<file path="src/rtl/jtag_bscan_pkg.sv">
package jtag_bscan_pkg;

    typedef enum logic [3:0] {
        TLR, RTI, SEL_DR, CAP_DR, SHF_DR, EX1_DR, PAU_DR, EX2_DR, UPD_DR,
        SEL_IR, CAP_IR, SHF_IR, EX1_IR, PAU_IR, EX2_IR, UPD_IR
    } tap_state_e;

    typedef enum logic [1:0] {DR_BYP, DR_ID, DR_BSC, DR_RST} dr_sel_e;

    typedef struct packed {
        logic capture;
        logic shift;
        logic update;
    } scan_ctl_t;

    localparam int IR_W = 4;
    localparam logic [IR_W-1:0] OP_EXTEST  = 4'b0000;
    localparam logic [IR_W-1:0] OP_IDCODE  = 4'b0001;
    localparam logic [IR_W-1:0] OP_SAMPLE  = 4'b0010;
    localparam logic [IR_W-1:0] OP_SYSRST  = 4'b1100;
    localparam logic [IR_W-1:0] OP_BYPASS  = 4'b1111;
    localparam logic [IR_W-1:0] IR_CAPTURE = 4'b0001;

    function automatic tap_state_e tap_next(input tap_state_e s, input logic m);
        case (s)
            TLR:     return m ? TLR    : RTI;
            RTI:     return m ? SEL_DR : RTI;
            SEL_DR:  return m ? SEL_IR : CAP_DR;
            CAP_DR:  return m ? EX1_DR : SHF_DR;
            SHF_DR:  return m ? EX1_DR : SHF_DR;
            EX1_DR:  return m ? UPD_DR : PAU_DR;
            PAU_DR:  return m ? EX2_DR : PAU_DR;
            EX2_DR:  return m ? UPD_DR : SHF_DR;
            UPD_DR:  return m ? SEL_DR : RTI;
            SEL_IR:  return m ? TLR    : CAP_IR;
            CAP_IR:  return m ? EX1_IR : SHF_IR;
            SHF_IR:  return m ? EX1_IR : SHF_IR;
            EX1_IR:  return m ? UPD_IR : PAU_IR;
            PAU_IR:  return m ? EX2_IR : PAU_IR;
            EX2_IR:  return m ? UPD_IR : SHF_IR;
            default: return m ? SEL_DR : RTI;
        endcase
    endfunction

    function automatic dr_sel_e ir_decode(input logic [IR_W-1:0] op);
        case (op)
            OP_IDCODE:             return DR_ID;
            OP_EXTEST, OP_SAMPLE:  return DR_BSC;
            OP_SYSRST:             return DR_RST;
            default:               return DR_BYP;
        endcase
    endfunction

    function automatic scan_ctl_t dr_ctl(input tap_state_e s, input logic sel);
        scan_ctl_t c;
        c.capture = sel && (s == CAP_DR);
        c.shift   = sel && (s == SHF_DR);
        c.update  = sel && (s == UPD_DR);
        return c;
    endfunction

endpackage

</file>
<file path="src/rtl/jtag_tap_fsm.sv">
module jtag_tap_fsm
    import jtag_bscan_pkg::*;
(
    input  logic       tck,
    input  logic       port_en,
    input  logic       tms,
    output tap_state_e state
);

    always_ff @(posedge tck) begin
        if (!port_en) state <= TLR;
        else          state <= tap_next(state, tms);
    end

    assert_five_ones_tlr_R10: assert property (@(posedge tck) disable iff (!port_en)
        (tms && $past(tms) && $past(tms, 2) && $past(tms, 3) && $past(tms, 4)) |=> (state == TLR));

    assert_disabled_tlr_R8: assert property (@(posedge tck)
        !port_en |=> (state == TLR));

endmodule

</file>
<file path="src/rtl/jtag_ir_reg.sv">
module jtag_ir_reg
    import jtag_bscan_pkg::*;
(
    input  logic            tck,
    input  logic            port_en,
    input  tap_state_e      state,
    input  logic            tdi,
    output logic [IR_W-1:0] ir_q,
    output logic            ir_so
);

    logic [IR_W-1:0] ir_sr;

    always_ff @(posedge tck) begin
        if (!port_en) begin
            ir_sr <= IR_CAPTURE;
        end else if (state == CAP_IR) begin
            ir_sr <= IR_CAPTURE;
        end else if (state == SHF_IR) begin
            ir_sr <= {tdi, ir_sr[IR_W-1:1]};
        end
    end

    always_ff @(posedge tck) begin
        if (!port_en || state == TLR) ir_q <= OP_IDCODE;
        else if (state == UPD_IR)     ir_q <= ir_sr;
    end

    assign ir_so = ir_sr[0];

    assert_ir_only_update_R2: assert property (@(posedge tck) disable iff (!port_en)
        (state != UPD_IR && state != TLR) |=> $stable(ir_q));

    assert_tlr_idcode_R1: assert property (@(posedge tck) disable iff (!port_en)
        (state == TLR) |=> (ir_q == OP_IDCODE));

endmodule

</file>
<file path="src/rtl/jtag_bscan_chain.sv">
module jtag_bscan_chain
    import jtag_bscan_pkg::*;
#(
    parameter int NPINS = 8
) (
    input  logic             tck,
    input  logic             port_en,
    input  scan_ctl_t        ctl,
    input  logic             tdi,
    input  logic [NPINS-1:0] pin_in,
    input  logic [NPINS-1:0] sys_out,
    input  logic [NPINS-1:0] sys_oe,
    output logic             chain_so,
    output logic [NPINS-1:0] upd_out,
    output logic [NPINS-1:0] upd_oe
);

    localparam int CELLS = 3 * NPINS;

    logic [CELLS-1:0] cap_vec;
    logic [CELLS-1:0] sr;

    for (genvar i = 0; i < NPINS; i++) begin : g_pin
        assign cap_vec[3*i]   = pin_in[i];
        assign cap_vec[3*i+1] = sys_out[i];
        assign cap_vec[3*i+2] = sys_oe[i];

        always_ff @(posedge tck) begin
            if (!port_en) begin
                upd_out[i] <= 1'b0;
                upd_oe[i]  <= 1'b0;
            end else if (ctl.update) begin
                upd_out[i] <= sr[3*i+1];
                upd_oe[i]  <= sr[3*i+2];
            end
        end
    end

    always_ff @(posedge tck) begin
        if (ctl.capture)    sr <= cap_vec;
        else if (ctl.shift) sr <= {tdi, sr[CELLS-1:1]};
    end

    assign chain_so = sr[0];

    assert_latch_hold_R5: assert property (@(posedge tck) disable iff (!port_en)
        !ctl.update |=> ($stable(upd_out) && $stable(upd_oe)));

endmodule

</file>
<file path="src/rtl/jtag_bscan_tap.sv">
module jtag_bscan_tap
    import jtag_bscan_pkg::*;
#(
    parameter int          NPINS      = 8,
    parameter logic [31:0] IDCODE_VAL = 32'h3B1C_905F
) (
    input  logic             tck,
    input  logic             tms,
    input  logic             tdi,
    input  logic             fuse_prog,
    input  logic             jtag_dis,
    input  logic             ext_reset,
    input  logic [NPINS-1:0] pin_in,
    input  logic [NPINS-1:0] sys_pin_out,
    input  logic [NPINS-1:0] sys_pin_oe,
    output logic             tdo,
    output logic             tdo_oe,
    output logic [NPINS-1:0] pin_out,
    output logic [NPINS-1:0] pin_oe,
    output logic             sys_rst_req
);

    localparam int          ID_W    = 32;
    localparam logic [ID_W-1:0] ID_WORD = {IDCODE_VAL[ID_W-1:1], 1'b1};

    logic            port_en;
    tap_state_e      state;
    logic [IR_W-1:0] ir_q;
    logic            ir_so;
    dr_sel_e         sel;
    scan_ctl_t       bsc_ctl;
    logic            bsc_so;
    logic [NPINS-1:0] upd_out, upd_oe;
    logic            byp_q;
    logic [ID_W-1:0] id_sr;
    logic            rst_sr, rst_q;
    logic            so_mux;
    logic            sys_in_reset;

    assign port_en = fuse_prog && !jtag_dis;
    assign sel     = ir_decode(ir_q);
    assign bsc_ctl = dr_ctl(state, sel == DR_BSC);

    jtag_tap_fsm u_fsm (
        .tck(tck), .port_en(port_en), .tms(tms), .state(state)
    );

    jtag_ir_reg u_ir (
        .tck(tck), .port_en(port_en), .state(state), .tdi(tdi),
        .ir_q(ir_q), .ir_so(ir_so)
    );

    jtag_bscan_chain #(.NPINS(NPINS)) u_chain (
        .tck(tck), .port_en(port_en), .ctl(bsc_ctl), .tdi(tdi),
        .pin_in(pin_in), .sys_out(sys_pin_out), .sys_oe(sys_pin_oe),
        .chain_so(bsc_so), .upd_out(upd_out), .upd_oe(upd_oe)
    );

    // bypass, identification and reset data registers
    always_ff @(posedge tck) begin
        if (state == CAP_DR) begin
            byp_q  <= 1'b0;
            id_sr  <= ID_WORD;
            rst_sr <= rst_q;
        end else if (state == SHF_DR) begin
            byp_q  <= tdi;
            id_sr  <= {tdi, id_sr[ID_W-1:1]};
            rst_sr <= tdi;
        end
    end

    always_ff @(posedge tck) begin
        if (!port_en)                              rst_q <= 1'b0;
        else if (state == UPD_DR && sel == DR_RST) rst_q <= rst_sr;
    end

    assign sys_rst_req = rst_q;

    always_comb begin
        if (state == SHF_IR) begin
            so_mux = ir_so;
        end else begin
            case (sel)
                DR_ID:   so_mux = id_sr[0];
                DR_BSC:  so_mux = bsc_so;
                DR_RST:  so_mux = rst_sr;
                default: so_mux = byp_q;
            endcase
        end
    end

    always_ff @(negedge tck) begin
        if (!port_en) begin
            tdo    <= 1'b0;
            tdo_oe <= 1'b0;
        end else begin
            tdo    <= so_mux;
            tdo_oe <= (state == SHF_IR) || (state == SHF_DR);
        end
    end

    assign sys_in_reset = rst_q || ext_reset;

    always_comb begin
        if (ir_q == OP_EXTEST) begin
            pin_out = upd_out;
            pin_oe  = upd_oe;
        end else if (sys_in_reset) begin
            pin_out = '0;
            pin_oe  = '0;
        end else begin
            pin_out = sys_pin_out;
            pin_oe  = sys_pin_oe;
        end
    end

    assert_tdo_oe_shift_R9: assert property (@(posedge tck) disable iff (!port_en)
        tdo_oe == (state == SHF_IR || state == SHF_DR));

    assert_rst_hold_R6: assert property (@(posedge tck) disable iff (!port_en)
        !(state == UPD_DR && sel == DR_RST) |=> $stable(rst_q));

    assert_reset_hiz_R7: assert property (@(posedge tck) disable iff (!port_en)
        (sys_in_reset && ir_q != OP_EXTEST) |-> (pin_oe == '0));

    assert_bypass_zero_R3: assert property (@(posedge tck) disable iff (!port_en)
        (state == CAP_DR && sel == DR_BYP) |=> !byp_q);

endmodule

</file>
<file path="config.mk">
export PLATFORM = sky130hd
export DESIGN_NAME = jtag_bscan_tap
export DESIGN_NICKNAME = d
export VERILOG_FILES = /design/src/rtl/jtag_bscan_pkg.sv /design/src/rtl/jtag_tap_fsm.sv /design/src/rtl/jtag_ir_reg.sv /design/src/rtl/jtag_bscan_chain.sv /design/src/rtl/jtag_bscan_tap.sv
export SDC_FILE = /design/constraint.sdc
export NUM_CORES = 1
export LEC_CHECK = 0
export BUFFER_PORTS_ARGS = -buffer_cell sky130_fd_sc_hd__buf_2
export CORE_MARGIN = 2
export CORE_UTILIZATION = 35
export CTS_CLUSTER_DIAMETER = 150
export DETAILED_ROUTE_END_ITERATION = 8
export PLACE_DENSITY_LB_ADDON = 0.05
export SLEW_MARGIN = 10
export SYNTH_ARGS = -nofsm -noshare
export SYNTH_HDL_FRONTEND = slang
export SYNTH_SLANG_ARGS = --single-unit
</file>
<file path="constraint.sdc">
create_clock -name tck -period 1.99 [get_ports tck]
set_input_delay 0.2985 -clock tck [delete_from_list [all_inputs] [get_ports tck]]
set_output_delay 0.2985 -clock tck [all_outputs]
set_load 0.03 [all_outputs]
</file>
=== After elaboration in Yosys (flattened, before gate mapping) ===
Index checks and enable logic that the tools add are counted.

* Bits in registers: 89
* Bits in latches: 0
* Memory bits (writable): 0
* Memory bits (read-only): 0
* Bits of input ports: 30
* Output and inout port bits: 19
* Logic and storage cells: 89
* Memories kept: 0

* Add/sub/neg operators: 0
* Multipliers: 0
* Divide/modulo/power cells: 0
* Order comparisons: 0
* Equal/unequal tests: 20
* Shifts and indexed selects: 0
* Multiplexer cells: 24
* Bitwise gates (word level): 1
* Reduce and logical (&&, ||, !) cells: 18

{| class="wikitable"
|+ Operator list
! kind !! count
|-
| 2-to-1 mux 24 bit || 2
|-
| one-hot mux 4 bit (11 select lines) || 1
|-
| == test 4 bit (second input constant) || 9
|-
| 2-to-1 mux 8 bit || 4
|-
| == test 4 x 3 -> 1 bit (second input constant) || 4
|-
| 2-to-1 mux 4 bit || 4
|-
| == test 4 x 2 -> 1 bit (second input constant) || 3
|-
| zero test 4 bit || 2
|-
| OR reduction 2 bit || 4
|-
| 2-to-1 mux 1 bit || 6
|-
| 2-to-1 mux 2 bit || 3
|-
| 2-to-1 mux 3 bit || 2
|-
| one-hot mux 2 bit (3 select lines) || 1
|-
| logical AND 1 bit || 5
|-
| == test 2 bit (second input constant) || 2
|-
| == test 4 x 1 -> 1 bit (second input constant) || 1
|-
| nonzero test 2 bit || 2
|-
| logical OR 1 bit || 3
|-
| one-hot mux 1 bit (3 select lines) || 1
|-
| == test 2 x 1 -> 1 bit (second input constant) || 1
|-
| zero test 1 bit || 2
|-
| inverter 1 bit || 1
|}

=== Depth between registers and ports, before layout ===
* Word-level depth: 7
* Gate-level depth with buffers: 7
* Depth with buffers taken out: 4

=== By module ===
From an unflattened synthesis, not the netlist that was laid out.

* Cells, all modules: 404
* Area, all modules: 4077.7 µm²

{| class="wikitable"
|+ By module, submodules not included
! module !! instances !! cells each !! area an instance (µm²) !! sequential area each (µm²)
|-
| jtag_bscan_chain || 1 || 103 || 1735.4 || 1041.0
|-
| jtag_bscan_tap || 1 || 231 || 1682.9 || 730.7
|-
| jtag_ir_reg || 1 || 31 || 332.8 || 160.2
|-
| jtag_tap_fsm || 1 || 39 || 326.6 || 80.1
|}

==> summary.md <==
| Metric | Value |
|---|---|
| PwrDens | 716 mW/mm² |
| Final Hold Fails | 0 |
| Crit Path Class | reg2reg |
| Cells after synthesis | 402 |
| Largest net degree at the start of global routing | 34 |
| Antenna Nets Post-Route | 0 |
| Post-route DRC | 0 |
| Final worst slack | -0.268 ns |
| Worst Skew | 0.0403 ns |
| Layout cells sized above 1 | 0.307 |
| I/O Pins | 49 |
| Initial Util | 0.357 |
| # setup viols final | 19 |
| Vias per cell | 4.84 |
| Htree depth | 3 |
| Most common library cells after synthesis | nand2_1 (106), dfxtp_1 (63), edfxtp_1 (25), nand3_1 (25), nor2_1 (25) |
| Initial antenna violation count | 0 |
| Slew Viols, Final | 0 |
| Worst Tran Pin Value | 0.343 ns |
| Worst-path fanout max | 5 |
| Dominant cell type by area after synthesis | dfxtp_1 |
| Pint | 0.00270 W |
| Worst-path clk slew | 0.09 ns |
| Yosys reg bits | 88 |
| P&R area growth vs syn | 27.2% |
| Synthesized area | 0.00385 mm² |
| CTS Buffer Depth | 2 |
| Grt total ovfl | 0 |
| Post-Route Setup TNS | -2.18 ns |
| Iter 0 DRT Violations | 131 |
| Yosys warning count | 0 |
| Tot Pwr | 0.00351 W |
| Clk root buf | clkbuf_8 |
| Count leader, synth | nand2_1 |
| Die Span X | 109 µm |
| Final core utilization | 0.454 |
| Combinational share of power | 0.065 |
| Placer Congestion | 0.761 |
| Max Cap Violations | 0 |
| Clock sink count | 88 |
| CP required | 1.31 ns |
| CP Launch Type | register |
| Async set or reset register ratio after synthesis | 0 |
| Worst IR Drop VDD | 395 µV |
| Syn nets | 432 |
| IO Port Bufs | 48 |
| Reg-to-Reg Start | u_ir.ir_q[2] |
| R2R cell count | 3 |
| Routed len/inst | 14.6 µm |
| Clk_lat worst skew | 0.40 ns |
| Avg Cell Area, Syn | 9.58 µm² |
| Detailed placement HPWL | 5.46 mm |
| Die Span Y | 109 µm |
| # nets final | 500 |
| Post-synth EDFFs | 25 |
| Sw Share | 0.229 |
| DR pass1 iterations | 4 |
| Register area | 0.00203 mm² |
| Global Route Usage Sum | 0.158 |
| Ys flop type | dfxtp_1 |
| Sequential area share after synthesis | 0.522 |
| Vias in the first global route | 2,804 |
| DIE AREA | 0.0119 mm² |
| CP endpoint kind | register |
| Synth top area cells | dfxtp_1 (33%), edfxtp_1 (19%), nand2_1 (10%), mux2_4 (7.8%), mux2i_1 (5.2%) |
| Hold_sp | pin_in[5] |
| Reg-to-reg endpoint | tdo |
| Hold EP | u_chain.sr[15] |
| Routed via count | 2,974 |
| Total CTS buffers | 9 |
| Multi-input logic area | 0.00178 mm² |
| Violated checks | setup timing |
| Psw | 0.000804 W |
| First-pass GRT wire length | 14.3 mm |
| Worst Hold Class | in2reg |
| Filler cell count | 1,071 |
| Relative slew slack | 0.765 |
| WL final | 8.96 mm |
| Hold_ws | 0.231 ns |
| ANT cells | 0 |
| Sequential Power Share | 0.538 |
| Flop-to-flop setup slack | -0.27 ns |
| Unrepaired setup endpoints after global routing | true |
| Area share of the largest cell type after synthesis | 0.327 |
| Yosys cell types | 42 |
| Arrival time at the worst endpoint | 1.57 ns |
| Rows | 38 |
| Status | finished, violations left |
| Core ar. | 0.0108 mm² |
| Leak | 2.15 nW |
| Clk pwr share | 0.397 |
| Worst hold path depth | 2 |
| CTS tree | yes |
layout make-up:
class                           instances  area share
Clock buffer                           13      0.0368
Clock inverter                          5      0.0107
Inverter                                4     0.00307
Multi-Input combinational cell        282       0.363
Sequential cell                        88       0.414
Tap cell                              140      0.0358
Timing Repair Buffer                   83       0.137
what timing repair did:
| action | in CTS | in global routing |
|---|---|---|
| resized for setup | 44 | 12 |
| setup buffers | 2 | 2 |
| pin swaps | 4 | 2 |
| hold endpoints to repair | 0 | 0 |
| hold buffers | 0 | 0 |
| endpoints found under the setup margin | 19 | 20 |
| cloned | 3 | 0 |
critical path, cell delays in order, from the launching register on:
cell and delay [ns]:
dfxtp_4 0.37, nor4bb_4 0.16, or4b_4 0.50, a311oi_2 0.19
worst max path at each step:
stage,startpoint,endpoint,slack (ns)
3_3_place_gp,u_ir.ir_q[0],tdo,-0.32
3_5_place_dp,u_ir.ir_q[0],tdo,-0.35
6_report,u_ir.ir_q[2],tdo,-0.27
5_1_grt,u_ir.ir_q[3],tdo,-0.33
4_1_cts,u_ir.ir_q[2],tdo,-0.33
2_1_floorplan,u_ir.ir_q[2],tdo,-0.25
power groups by stage:
stage / sequential (W) / combinational, W / clock, W
floorplan: 0.00193 / 0.000122 / 0.00000944
global placement: 0.00193 / 0.000205 / 0.00000944
detailed placement: 0.00193 / 0.000208 / 0.00000944
CTS: 0.00189 / 0.000223 / 0.00146
global route: 0.00189 / 0.000252 / 0.00154
finish: 0.00189 / 0.000226 / 0.00139
cell usage in the layout (no fill, tap or decap), drive strengths merged, types with 2 or more instances in the layout:
cell type / synthesis / routed
a311oi: 2 / 2
nor2: 27 / 27
inv: 5 / 7
mux2: 24 / 24
nand3: 26 / 26
and2: 2 / 2
dfxtp: 63 / 63
and3: 2 / 2
mux2i: 20 / 20
nand2b: 5 / 5
buf: 15 / 82
edfxtp: 25 / 25
a2111oi: 2 / 2
nand2: 107 / 107
clkbuf: 12 / 14
nor3: 3 / 3
nor3b: 2 / 2
a21oi: 24 / 24
o21ai: 21 / 21
per-stage QoR:
stage	cell area, µm²	std cells	setup slack [ns]
4_1_cts	4840	613	-0.328
2_1_floorplan	3890	402	-0.248
5_1_grt	4900	615	-0.332
3_3_place_gp	4420	591	-0.318
3_5_place_dp	4420	591	-0.345
6_report	4900	615	-0.268
kinds of logic (layout without fill, tap and decap cells):
family | count (synthesis) | count (layout) | share of synthesized area
xor+xnor | 1 | 1 | 0.00227
flops | 88 | 88 | 0.522
buf+inv | 32 | 105 | 0.0403
compound gates | 57 | 57 | 0.0841
mux | 44 | 44 | 0.142
simple gates | 180 | 180 | 0.209
registers in the layout, indices dropped and copies added, names as in the netlist:
register and count:
u_chain.sr 24, u_chain.upd_out 8, rst_sr 1, tdo 1, u_ir.ir_q 4, u_chain.upd_oe 8, u_ir.ir_sr 4, tdo_oe 1
sys_rst_req 1, byp_q 1, u_fsm.state 4, id_sr 31
metal layers:
layer | GRT usage | vias up | routed length, µm
li1 | - | 1503 | -
met1 | 0.207 | 1405 | 4310
met2 | 0.255 | 58 | 4150
met3 | 0.0508 | 8 | 409
met4 | 0.0385 | 0 | 98
met5 | 0 | - | 0
Power figures use the tool's default switching activity.
